### src/rtl/bfu_pkg.sv
package bfu_pkg;
  localparam int FLAG_W = 3;
  localparam logic [FLAG_W-1:0] FLAG_NEG  = 3'b100;
  localparam logic [FLAG_W-1:0] FLAG_ZERO = 3'b010;
  localparam logic [FLAG_W-1:0] FLAG_POS  = 3'b001;

  typedef struct packed {
    logic loadFlags;
    logic redirect;
  } bfuStrobe_t;
endpackage

### src/rtl/bfu_ctrl.sv
module bfu_ctrl
  import bfu_pkg::*;
(
  input  logic              clk,
  input  logic              rstN,
  input  logic              wbValid,
  input  logic              brEval,
  input  logic [FLAG_W-1:0] brMask,
  input  logic [FLAG_W-1:0] curFlags,
  output bfuStrobe_t        strobe
);
  logic maskHit;

  always_comb begin
    maskHit          = |(brMask & curFlags);
    strobe.loadFlags = wbValid;
    strobe.redirect  = brEval & maskHit;
  end

  // an empty mask never redirects
  a_r8_mask_none: assert property (@(posedge clk) disable iff (!rstN)
    (brEval && brMask == '0) |-> !strobe.redirect);
  // a full mask always redirects given one-hot flags from the datapath
  a_r8_mask_all: assert property (@(posedge clk) disable iff (!rstN)
    (brEval && brMask == '1) |-> strobe.redirect);
endmodule

### src/rtl/bfu_datapath.sv
module bfu_datapath
  import bfu_pkg::*;
#(
  parameter int DATA_W = 16,
  parameter int OFF_W  = 9
) (
  input  logic              clk,
  input  logic              rstN,
  input  bfuStrobe_t        strobe,
  input  logic [DATA_W-1:0] wbData,
  input  logic [OFF_W-1:0]  brOffset,
  input  logic [DATA_W-1:0] pcInc,
  output logic [FLAG_W-1:0] flags,
  output logic [DATA_W-1:0] nextPc
);
  localparam int EXT_W = DATA_W - OFF_W;

  logic [FLAG_W-1:0] flagQ;
  logic [FLAG_W-1:0] flagNext;
  logic [DATA_W-1:0] offExt;

  always_comb begin
    if (wbData[DATA_W-1])  flagNext = FLAG_NEG;
    else if (wbData == '0) flagNext = FLAG_ZERO;
    else                   flagNext = FLAG_POS;
  end

  always_ff @(posedge clk) begin
    if (!rstN)                 flagQ <= FLAG_ZERO;
    else if (strobe.loadFlags) flagQ <= flagNext;
  end

  always_comb begin
    offExt = {{EXT_W{brOffset[OFF_W-1]}}, brOffset};
    nextPc = strobe.redirect ? (pcInc + offExt) : pcInc;
  end

  assign flags = flagQ;

  // flags stay one-hot
  a_r3_onehot: assert property (@(posedge clk) disable iff (!rstN)
    $countones(flagQ) == 1);
  // no write-back, no flag change
  a_r4_hold: assert property (@(posedge clk) disable iff (!rstN)
    !strobe.loadFlags |=> $stable(flagQ));
  // negative result
  a_r2_neg: assert property (@(posedge clk) disable iff (!rstN)
    (strobe.loadFlags && wbData[DATA_W-1]) |=> flagQ == FLAG_NEG);
  // zero result
  a_r2_zero: assert property (@(posedge clk) disable iff (!rstN)
    (strobe.loadFlags && wbData == '0) |=> flagQ == FLAG_ZERO);
  // no redirect keeps sequential PC
  a_r7_seq: assert property (@(posedge clk) disable iff (!rstN)
    !strobe.redirect |-> nextPc == pcInc);
endmodule

### src/rtl/branch_flag_unit.sv
module branch_flag_unit
  import bfu_pkg::*;
#(
  parameter int DATA_W = 16,
  parameter int OFF_W  = 9
) (
  input  logic              clk,
  input  logic              rstN,
  input  logic              wbValid,
  input  logic [DATA_W-1:0] wbData,
  input  logic              brEval,
  input  logic [FLAG_W-1:0] brMask,
  input  logic [OFF_W-1:0]  brOffset,
  input  logic [DATA_W-1:0] pcInc,
  output logic [FLAG_W-1:0] flags,
  output logic              brTaken,
  output logic [DATA_W-1:0] nextPc
);
  bfuStrobe_t strobe;

  bfu_ctrl ctrl_i (
    .clk(clk), .rstN(rstN), .wbValid(wbValid), .brEval(brEval),
    .brMask(brMask), .curFlags(flags), .strobe(strobe)
  );

  bfu_datapath #(.DATA_W(DATA_W), .OFF_W(OFF_W)) dp_i (
    .clk(clk), .rstN(rstN), .strobe(strobe), .wbData(wbData),
    .brOffset(brOffset), .pcInc(pcInc), .flags(flags), .nextPc(nextPc)
  );

  assign brTaken = strobe.redirect;
endmodule

### config.mk
export PLATFORM = sky130hd
export DESIGN_NAME = branch_flag_unit
export DESIGN_NICKNAME = d
export VERILOG_FILES = /design/src/rtl/bfu_pkg.sv /design/src/rtl/bfu_ctrl.sv /design/src/rtl/bfu_datapath.sv /design/src/rtl/branch_flag_unit.sv
export SDC_FILE = /design/constraint.sdc
export NUM_CORES = 1
export LEC_CHECK = 0
export BUFFER_PORTS_ARGS = -buffer_cell sky130_fd_sc_hd__buf_4
export CORE_MARGIN = 2
export CORE_UTILIZATION = 44
export CTS_CLUSTER_DIAMETER = 50
export CTS_CLUSTER_SIZE = 30
export DETAILED_ROUTE_END_ITERATION = 12
export PLACE_DENSITY = 0.92
export SYNTH_ARGS = -nofsm -noshare
export SYNTH_HDL_FRONTEND = slang
export SYNTH_SLANG_ARGS = --single-unit
### constraint.sdc
create_clock -name clk -period 2.9 [get_ports clk]
set_input_delay 0.58 -clock clk [delete_from_list [all_inputs] [get_ports clk]]
set_output_delay 0.58 -clock clk [all_outputs]
set_load 0.02 [all_outputs]
==> qor.txt, run 1 <==
status: complete, but fails checks
failing checks: negative setup slack
average wire per cell in the routed design: 13.7 µm
VDD IR max: 0.356 mV
clk sinks: 3
Placed Area: 0.00186 mm²
cell row count: 18
number of fill cells: 152
warnings from Yosys: 0
reg2reg setup slack: 2220 ps
Chip Width: 55.0 µm
Slew headroom: 80.2%
final max-slew violation count: 0
Clk Tree Root Cell: clkbuf_4
number of synthesized flops with an enable pin: 0
Async SR Flop Fraction: 0%
synthesized net count: 232
Worst Setup Start Kind: input pin
GPL Wtd Cong: 0.881
IO Pins: 68
crit path max fanout: 4
Unique masters post-synth: 46
Largest register FFs: 3
Post-route DRC: 0
routed vias/inst: 5.72
Mapped Cells: 168
port bufs: 67
number of diodes: 0
HP Class: in -> reg
leakage power: 0.974 nW
FF-to-FF path depth: 2
multi-input logic area: 0.00116 mm²
Worst Tran Pin Value: 295 ps
Remaining Overflow, GRT: 0
critical path's top delay family: compound AO/OA/AOI/OAI gates
antenna violations before repair: 0
WHS Endpoint: dp_i.flags[1]$_SDFFE_PN1P_
Hold Crit Depth: 2
starting density of the core: 46.2%
final setup margin: -68.7 ps
core area: 0.00248 mm²
hold_buf cts: 0
CTS max path bufs: 2
max cap viols: 0
TritonCTS buffer count: 3
max incr delay on CP: 330 ps
final setup violation count: 3
clk slew on worst S/H paths: 30 ps
largest net degree at the start of global routing: 31
Antenna Nets Post-Route: 0
Die ar.: 0.00303 mm²
WL final: 4010 µm
Post-Route Utilization: 83.3%
die height: 55.0 µm
first-pass GRT wire length: 5610 µm
fin nets: 328
FF-to-FF End: dp_i.flags[0]$_SDFFE_PN0P_
Yosys reg bits: 3
Max Fclk: 337 MHz
CTS tree: done
RSZ-0062 raised after global routing: yes
hold wc startpoint: rstN
htree depth: 1
Critical Setup Path Class: in -> out
reg-to-reg startpoint: dp_i.flags[0]$_SDFFE_PN0P_
Skew-Pair Late Insertion Delay: 230 ps
share of cells above drive strength 1: 48.7%
half-perimeter wire length after placement: 2920 µm
skew final: 0 ps
Layout area overhead: 80.2%
min Tclk post-route: 2970 ps
ys flop type: dfxtp_1
final hold violations: 0
Reg area: 60.1 µm²
worst path bufs/invs: 3
post-route cell area: 0.00206 mm²
Req. time, crit path: 2320 ps
Final period util: 102%
CP cell instances: buf_8 > ha_4 > fa_2 > a21o_1 > a221oi_2 > buf_4 > nor3b_2 > o21a_1 > o31ai_4 > buf_6
Critical Path AT: 2390 ps
Avg Inst Size Synth: 6.81 µm²
Total GRT Usage: 24.4%
Pwr Total: 0.567 mW
slowest stage cell, crit path: fa_2
vias in the first global route: 1421
drt first pass iters: 4
vias: 1675
number of DRC markers in iteration 0: 57
PwrDens: 275 mW/mm²
sequential area share after synthesis: 5.25%
CP endpoint kind: output pin
hold slack: 535 ps
mapped cell area: 0.00114 mm²
[layer usage]
layer	wire length, µm	part of all wire, %	track usage (%)	vias to the layer above
li1	-	-	-	832
met1	1670	42	31.5	747
met2	2000	50	45.0	92
met3	292	7.3	1.88	4
met4	40	1.0	3.25	0
met5	0	0	0	-
[cell families (layout without fill, tap and decap cells)]
group | after synthesis | after routing | share of synthesized area [%]
AND/OR/NAND/NOR | 71 | 71 | 28.7
flip-flops | 3 | 3 | 5.25
AO/OA/AOI/OAI | 57 | 57 | 34.9
XOR/XNOR | 8 | 8 | 6.12
adder cells (fa/ha/maj) | 16 | 16 | 18.1
multiplexers | 2 | 2 | 1.75
buffers and inverters | 11 | 106 | 5.14
[worst max-delay path by stage]
stage	depth (start not counted)	end	slack, ps	startpoint
final	10	nextPc[14]	-70	pcInc[0]
after floorplan	6	nextPc[6]	30	brOffset[0]
after CTS	11	nextPc[14]	-60	pcInc[0]
after detailed placement	11	nextPc[14]	-150	brOffset[0]
after global placement	10	nextPc[14]	-110	brOffset[0]
after global routing	10	nextPc[14]	-140	pcInc[0]
[cell type report]
class | count | area share (%)
inverters | 3 | 0.667
repair buffers | 99 | 36.9
well taps | 30 | 1.82
multi-input cells | 154 | 56.4
clock buffers | 4 | 1.27
flip-flops and latches | 3 | 2.91
[report_power, final]
part | leakage, nW | total, mW | switching (mW) | internal, mW
Combinational | 0.935 | 0.448 | 0.225 | 0.224
Clock | 0.0150 | 0.0722 | 0.0207 | 0.0515
Sequential | 0.0249 | 0.0464 | 0.00232 | 0.0441
Total | 0.974 | 0.567 | 0.248 | 0.319
[placed cells by master (no fill, tap or decap), types with 2 or more instances in the layout]
cell type,synthesis,final
xor2_1,3,3
nor4_1,5,4
o21ai_1,5,5
a21oi_2,1,4
ha_4,0,4
nand3_1,5,4
o21ai_0,11,8
nor3_1,5,4
a21o_1,3,3
a21oi_1,12,8
o221ai_2,1,2
nand2_1,37,37
mux2i_1,2,2
nor2_1,6,5
o31ai_1,2,2
o21a_1,7,7
clkbuf_4,0,3
o21ai_2,0,3
inv_1,2,2
xnor2_1,5,5
nand4_1,6,6
o211ai_1,2,2
buf_6,1,3
buf_4,0,95
ha_1,15,11
dfxtp_1,3,3
[through the flow]
stage	worst slack [ps]	cells	setup TNS [ps]
2_1_floorplan	31.1	168	0
3_5_place_dp	-155	285	-463
3_3_place_gp	-115	285	-298
5_1_grt	-143	293	-516
6_report	-68.7	293	-99.2
4_1_cts	-60.6	290	-81.1
[cell usage after synthesis, types with 2 or more instances]
library cell / number / area [µm²]
dfxtp_1: 3 / 60.1
inv_1: 2 / 7.51
a21o_1: 3 / 22.5
o21ai_1: 5 / 25.0
ha_1: 15 / 188
nor3_1: 5 / 25.0
nor4_1: 5 / 31.3
o21ai_0: 11 / 55.1
nor2_1: 6 / 22.5
o21a_1: 7 / 52.6
o211ai_1: 2 / 15.0
xnor2_1: 5 / 43.8
mux2i_1: 2 / 20.0
o31ai_1: 2 / 15.0
nand2_1: 37 / 139
xor2_1: 3 / 26.3
nand4_1: 6 / 37.5
nand3_1: 5 / 25.0
buf_2: 6 / 30.0
a21oi_1: 12 / 60.1
[timing repair]
item,4_1_cts,5_1_grt
buffers inserted,1,3
resized for setup,10,21
hold endpoints to repair,0,0
endpoints found under the setup margin,6,7
pin swaps,6,10
Power figures use the tool's default switching activity.
==> run 2, diff against run 1 <==
--- a/config.mk
+++ b/config.mk
@@ -6,6 +6,7 @@
 export NUM_CORES = 1
 export LEC_CHECK = 0
 export BUFFER_PORTS_ARGS = -buffer_cell sky130_fd_sc_hd__buf_4
+export CORE_ASPECT_RATIO = 0.5
 export CORE_MARGIN = 2
 export CORE_UTILIZATION = 44
 export CTS_CLUSTER_DIAMETER = 50
==> run 2 against run 1 <==
  * The run still ends with negative setup slack left
  * Highest routed layer unchanged
  * Critical path depth down 2
  * Sequential share of layout area about the same
  * Register-to-register slack about the same
  * First-iteration DRC count rose to 3.5 times the previous value
  * Largest cell class unchanged
  * Largest power group unchanged
  * Critical path type unchanged
  * Routed wire length up 39%
  * Flip-flop and latch count unchanged
  * Design area up 1.7%
  * Sequential power about the same
  * Clock power up 72%
  * Clock skew unchanged
==> qor.txt, run 2 (same netlist as run 1, synthesis figures left out) <==
status: complete, but fails checks
failing checks: negative setup slack
RSZ-0062 raised after global routing: yes
clk sinks: 3 (unchanged)
Pwr Total: 0.644 mW (+14%)
number of diodes: 0 (unchanged)
half-perimeter wire length after placement: 3380 µm (+16%)
CTS max path bufs: 2 (unchanged)
final setup margin: -147 ps (-78.4 ps)
IO Pins: 68 (unchanged)
Skew-Pair Late Insertion Delay: 220 ps (about the same)
CTS tree: done
Slew headroom: 74.6% (-5.6 points)
Req. time, crit path: 2320 ps (about the same)
Worst Tran Pin Value: 375 ps (+80.4 ps)
Die ar.: 0.00305 mm² (+0.81%)
Max Fclk: 328 MHz (-2.6%)
Final period util: 105% (+2.7 points)
Comb pwr share: 73.6% (-5.5 points)
slowest stage cell, crit path: a221o_1
share of cells above drive strength 1: 51.4% (+2.7 points)
switch share: 43.8% (+0.11 points)
Remaining Overflow, GRT: 0 (unchanged)
number of fill cells: 101 (-34%)
first-pass GRT wire length: 6890 µm (+23%)
Critical Path AT: 2470 ps (+80 ps)
TritonCTS buffer count: 3 (unchanged)
Worst Setup Start Kind: input pin
clk slew on worst S/H paths: 30 ps (about the same)
vias: 1911 (+14%)
worst path bufs/invs: 2 (-1)
core area: 0.00234 mm² (-5.5%)
NetSw: 0.282 mW (+14%)
number of DRC markers in iteration 0: 199 (+250%)
Clk Tree Root Cell: clkbuf_8
GPL Wtd Cong: 0.988 (+12%)
cell row count: 12 (-6)
setup slack at placement: -214 ps (-59.2 ps)
final setup violation count: 5 (+2)
Hold Crit Depth: 2 (unchanged)
vias in the first global route: 1703 (+20%)
max incr delay on CP: 410 ps (+80 ps)
Crit path depth: 8 (-2)
starting density of the core: 48.9% (+2.7 points)
Post-route DRC: 0 (unchanged)
critical path's top delay family: compound AO/OA/AOI/OAI gates
routed vias/inst: 6.50 (+14%)
CP endpoint kind: output pin
final hold violations: 0 (unchanged)
HP Class: reg -> reg
final max-slew violation count: 0 (unchanged)
Total GRT Usage: 28.4% (+4.0 points)
fin nets: 324 (-1.2%)
min Tclk post-route: 3050 ps (+78.4 ps)
die height: 40.1 µm (-27%)
Int Power: 0.362 mW (+13%)
port bufs: 67 (unchanged)
Chip Width: 76.1 µm (+38%)
PwrDens: 307 mW/mm² (+12%)
skew final: 0 ps (unchanged)
antenna violations before repair: 0 (unchanged)
WL final: 5560 µm (+39%)
most frequent cells in the layout: 92 x buf_4, 35 x nand2_1, 8 x o21ai_0
Critical Setup Path Class: in -> out
htree depth: 1 (unchanged)
Antenna Nets Post-Route: 0 (unchanged)
leakage power: 0.958 nW (-1.7%)
Seq pwr share: 7.2% (-1.0 points)
Largest register FFs: 3 (unchanged)
CP cell instances: buf_4 > ha_1 > a21oi_1 > o21ai_0 > a221o_1 > o21a_1 > o31ai_4 > buf_6
hold_buf cts: 0 (unchanged)
max cap viols: 0 (unchanged)
FF-to-FF path depth: 2 (unchanged)
largest net degree at the start of global routing: 23 (-26%)
crit path max fanout: 2 (-2)
average wire per cell in the routed design: 18.9 µm (+38%)
drt first pass iters: 5 (+1)
most common cell after layout, fill and taps aside: buf_4
clock power share: 19.2% (+6.5 points)
hold slack: 515 ps (-20.6 ps)
Layout area overhead: 83.3%
VDD IR max: 0.273 mV (-23%)
## run 2: area by class of cell
class | count | area [µm²] | area share (%)
Clock buffer | 4 | 45.0 | 2.15
Inverter | 3 | 13.8 | 0.656
Multi-Input combinational cell | 154 | 1210 | 57.7
Sequential cell | 3 | 60.1 | 2.86
Tap cell | 35 | 43.8 | 2.09
Timing Repair Buffer | 95 | 724 | 34.5
## run 2: what timing repair did
item	CTS	global route
setup buffers	2	2
endpoints found under the setup margin	7	9
pin swaps	3	9
resized for setup	8	33
## run 2: routing by layer
layer	GRT usage, %	part of all wire (%)	wire (µm)
met1	29.0	36	2000
met3	3.15	9.0	503
met4	12.7	7.2	403
met5	0	0	0
met2	63.8	48	2660
## run 2: tightest hold or removal path: stages (launching register included)
cell and delay, ps:
dfxtp_1 350, o21ai_0 80, nand2_1 60
## run 2: final timing paths
path	to	from	slack [ps]
min	dp_i.flags[1]$_SDFFE_PN1P_	dp_i.flags[1]$_SDFFE_PN1P_	510
min reg2reg	dp_i.flags[1]$_SDFFE_PN1P_	dp_i.flags[1]$_SDFFE_PN1P_	510
max reg2reg	dp_i.flags[0]$_SDFFE_PN0P_	dp_i.flags[0]$_SDFFE_PN0P_	2220
max	nextPc[14]	brOffset[7]	-150
## run 2: power by group through the flow
stage / Clock [mW] / Combinational, mW / Sequential (mW)
after floorplan: 0 / 0.219 / 0.0493
after global placement: 0 / 0.378 / 0.0466
after detailed placement: 0 / 0.394 / 0.0469
after CTS: 0.124 / 0.405 / 0.0464
after global routing: 0.129 / 0.499 / 0.0466
final: 0.124 / 0.474 / 0.0464
## run 2: per-stage QoR
step / instance area (µm²) / instances / utilization [%] / setup TNS, ps
after floorplan: 1160 / 168 / - / 0
after global placement: 1840 / 286 / 78.5 / -374
after detailed placement: 1840 / 286 / 78.5 / -736
after CTS: 1930 / 292 / 82.6 / -73.9
after global routing: 2100 / 294 / 89.6 / -774
final: 2100 / 294 / 89.6 / -345
==> run 3, diff against run 2 <==
--- a/config.mk
+++ b/config.mk
@@ -6,7 +6,7 @@
 export NUM_CORES = 1
 export LEC_CHECK = 0
 export BUFFER_PORTS_ARGS = -buffer_cell sky130_fd_sc_hd__buf_4
-export CORE_ASPECT_RATIO = 0.5
+export CORE_ASPECT_RATIO = 1.4
 export CORE_MARGIN = 2
 export CORE_UTILIZATION = 44
 export CTS_CLUSTER_DIAMETER = 50
==> run 3 against run 2 <==
  * The flow still finishes with violations (negative setup slack)
  * Maximum frequency increased by 2.3%
  * Non-clock buffer count increased by 6
  * First-iteration DRC count decreased by 52%
  * Sequential share of layout area about the same
  * Combinational power increased by 1%
  * Utilization decreased by 2.6 points
  * Flip-flop and latch count unchanged
  * Setup slack improved by 69 ps
  * Sequential power about the same
  * Clock skew unchanged
==> qor.txt, run 3 (same netlist as run 1, synthesis figures left out) <==
Req. time, crit path: 2320 ps (about the same)
core area: 0.00244 mm² (+4.3%)
clk sinks: 3 (unchanged)
first-pass GRT wire length: 6600 µm (-4.2%)
port bufs: 67 (unchanged)
RSZ-0062 raised after global routing: yes
CTS tree: done
fin nets: 330 (+1.9%)
Placed Cells incl. Taps: 291 (+1.7%)
WHS Endpoint: dp_i.flags[0]$_SDFFE_PN0P_
fin cells: 299 (+1.7%)
crit path max fanout: 3 (+1)
CP endpoint kind: output pin
VDD IR max: 0.301 mV (+10%)
Final period util: 103% (-2.4 points)
slowest stage cell, crit path: fa_2
final setup violation count: 5 (unchanged)
most common cell after layout, fill and taps aside: buf_4
FF-to-FF path depth: 2 (unchanged)
Critical Path AT: 2400 ps (-70 ps)
Slew headroom: 73.7% (-0.88 points)
CP cell instances: buf_6 > ha_4 > fa_2 > a21o_1 > a221oi_4 > buf_6 > o21ai_4 > xnor2_2 > o21ai_2 > buf_4
share of cells above drive strength 1: 51.7% (+0.35 points)
reg-to-reg startpoint: dp_i.flags[1]$_SDFFE_PN1P_
half-perimeter wire length after placement: 3190 µm (-5.5%)
Post-route DRC: 0 (unchanged)
starting density of the core: 46.9% (-2.0 points)
Chip Width: 47.1 µm (-38%)
largest net degree at the start of global routing: 20 (-13%)
antenna violations before repair: 0 (unchanged)
skew final: 0 ps (unchanged)
Antenna Nets Post-Route: 0 (unchanged)
worst path bufs/invs: 3 (+1)
Hold Crit Depth: 2 (unchanged)
vias in the first global route: 1655 (-2.8%)
Total GRT Usage: 28.8% (+0.42 points)
max cap viols: 0 (unchanged)
FF-to-FF End: dp_i.flags[1]$_SDFFE_PN1P_
leakage power: 0.995 nW (+3.9%)
Skew-Pair Late Insertion Delay: 230 ps (about the same)
status: complete, but fails checks
max incr delay on CP: 360 ps (-50 ps)
Critical Setup Path Class: in -> out
routed vias/inst: 5.87 (-9.6%)
min Tclk post-route: 2980 ps (-69.1 ps)
PwrDens: 283 mW/mm² (-7.8%)
HP Class: reg -> reg
Remaining Overflow, GRT: 0 (unchanged)
IO Pins: 68 (unchanged)
final setup margin: -77.9 ps (+69.1 ps)
critical path's top delay family: compound AO/OA/AOI/OAI gates
TritonCTS buffer count: 3 (unchanged)
GPL Wtd Cong: 0.935 (-5.3%)
Pwr Total: 0.602 mW (-6.6%)
failing checks: negative setup slack
htree depth: 1 (unchanged)
WL final: 4740 µm (-15%)
final max-slew violation count: 0 (unchanged)
Layout area overhead: 85.6%
most frequent cells in the layout: 97 x buf_4, 36 x nand2_1, 9 x ha_1
vias: 1756 (-8.1%)
CTS max path bufs: 2 (unchanged)
number of diodes: 0 (unchanged)
Max Fclk: 336 MHz (+2.3%)
reg2reg setup slack: 2160 ps (-60 ps)
Die ar.: 0.00303 mm² (-0.62%)
hold_buf cts: 0 (unchanged)
drt first pass iters: 4 (-1)
Largest register FFs: 3 (unchanged)
Worst Tran Pin Value: 390 ps (+15.1 ps)
Worst Setup Start Kind: input pin
clk slew on worst S/H paths: 40 ps (about the same)
post-route setup TNS: -243 ps (+102 ps)
hold wc startpoint: dp_i.flags[0]$_SDFFE_PN0P_
final hold violations: 0 (unchanged)
Crit path top cell by count: buf_6
die height: 64.4 µm (+61%)
cell row count: 21 (+9)
Clk Tree Root Cell: clkbuf_4
average wire per cell in the routed design: 15.9 µm (-16%)
number of DRC markers in iteration 0: 95 (-52%)
==> run 3: changes by cell type in the layout (fill, tap and decap cells not counted), sizes merged <==
cell	before	now
buf	95	101
==> run 3: cell type report <==
| type | count | area (µm²) |
|---|---|---|
| multi-input cells | 154 | 1210 |
| repair buffers | 101 | 773 |
| fillers | 135 | 319 |
| flip-flops and latches | 3 | 60.1 |
| well taps | 34 | 42.5 |
| clock buffers | 4 | 26.3 |
| inverters | 3 | 13.8 |
==> run 3: worst min-delay path, delay by kind of cell, from the launching register on <==
family | cells | cell delay, ps
AOI/OAI and AO/OA | 1 | 70
and+or+nand+nor | 1 | 70
DFF | 1 | 310
==> run 3: worst max path at each step <==
stage	start	to	slack, ps	depth (start not counted)
after detailed placement	brOffset[0]	nextPc[14]	-270	9
after CTS	pcInc[0]	nextPc[14]	-100	9
final	pcInc[0]	nextPc[8]	-80	10
after floorplan	brOffset[0]	nextPc[6]	30	6
after global placement	brOffset[0]	nextPc[14]	-200	9
after global routing	pcInc[0]	nextPc[8]	-130	10
==> run 3: per-stage QoR <==
stage / hold slack (ps) / worst slack [ps] / cell area [µm²] / util (%)
global route: 533 / -133 / 2120 / 86.9
finish: 500 / -77.9 / 2120 / 86.9
floorplan: 562 / 31.1 / 1160 / -
CTS: 502 / -99.2 / 1980 / 81.2
global placement: 489 / -201 / 1880 / 77.1
detailed placement: 514 / -270 / 1880 / 77.1
==> run 3: where the power goes <==
part	leakage [nW]	internal (mW)	switching, mW
Sequential	0.0249	0.0440	0.00223
Combinational	0.955	0.238	0.242
Clock	0.0150	0.0517	0.0245
Total	0.995	0.333	0.268
==> run 3: what timing repair did <==
item                                    4_1_cts  5_1_grt
pin swaps                                     8       17
endpoints found under the setup margin        6        7
setup buffers                                 2        2
gates cloned                                  0        0
resized for setup                            12       25
==> run 3: metal layers <==
| metal | GRT usage [%] | share of wire [%] | up-vias |
|---|---|---|---|
| li1 | - | - | 831 |
| met1 | 29.0 | 33 | 800 |
| met2 | 57.0 | 57 | 102 |
| met3 | 4.24 | 6.3 | 23 |
| met4 | 5.90 | 3.8 | 0 |
| met5 | 0 | 0 | - |
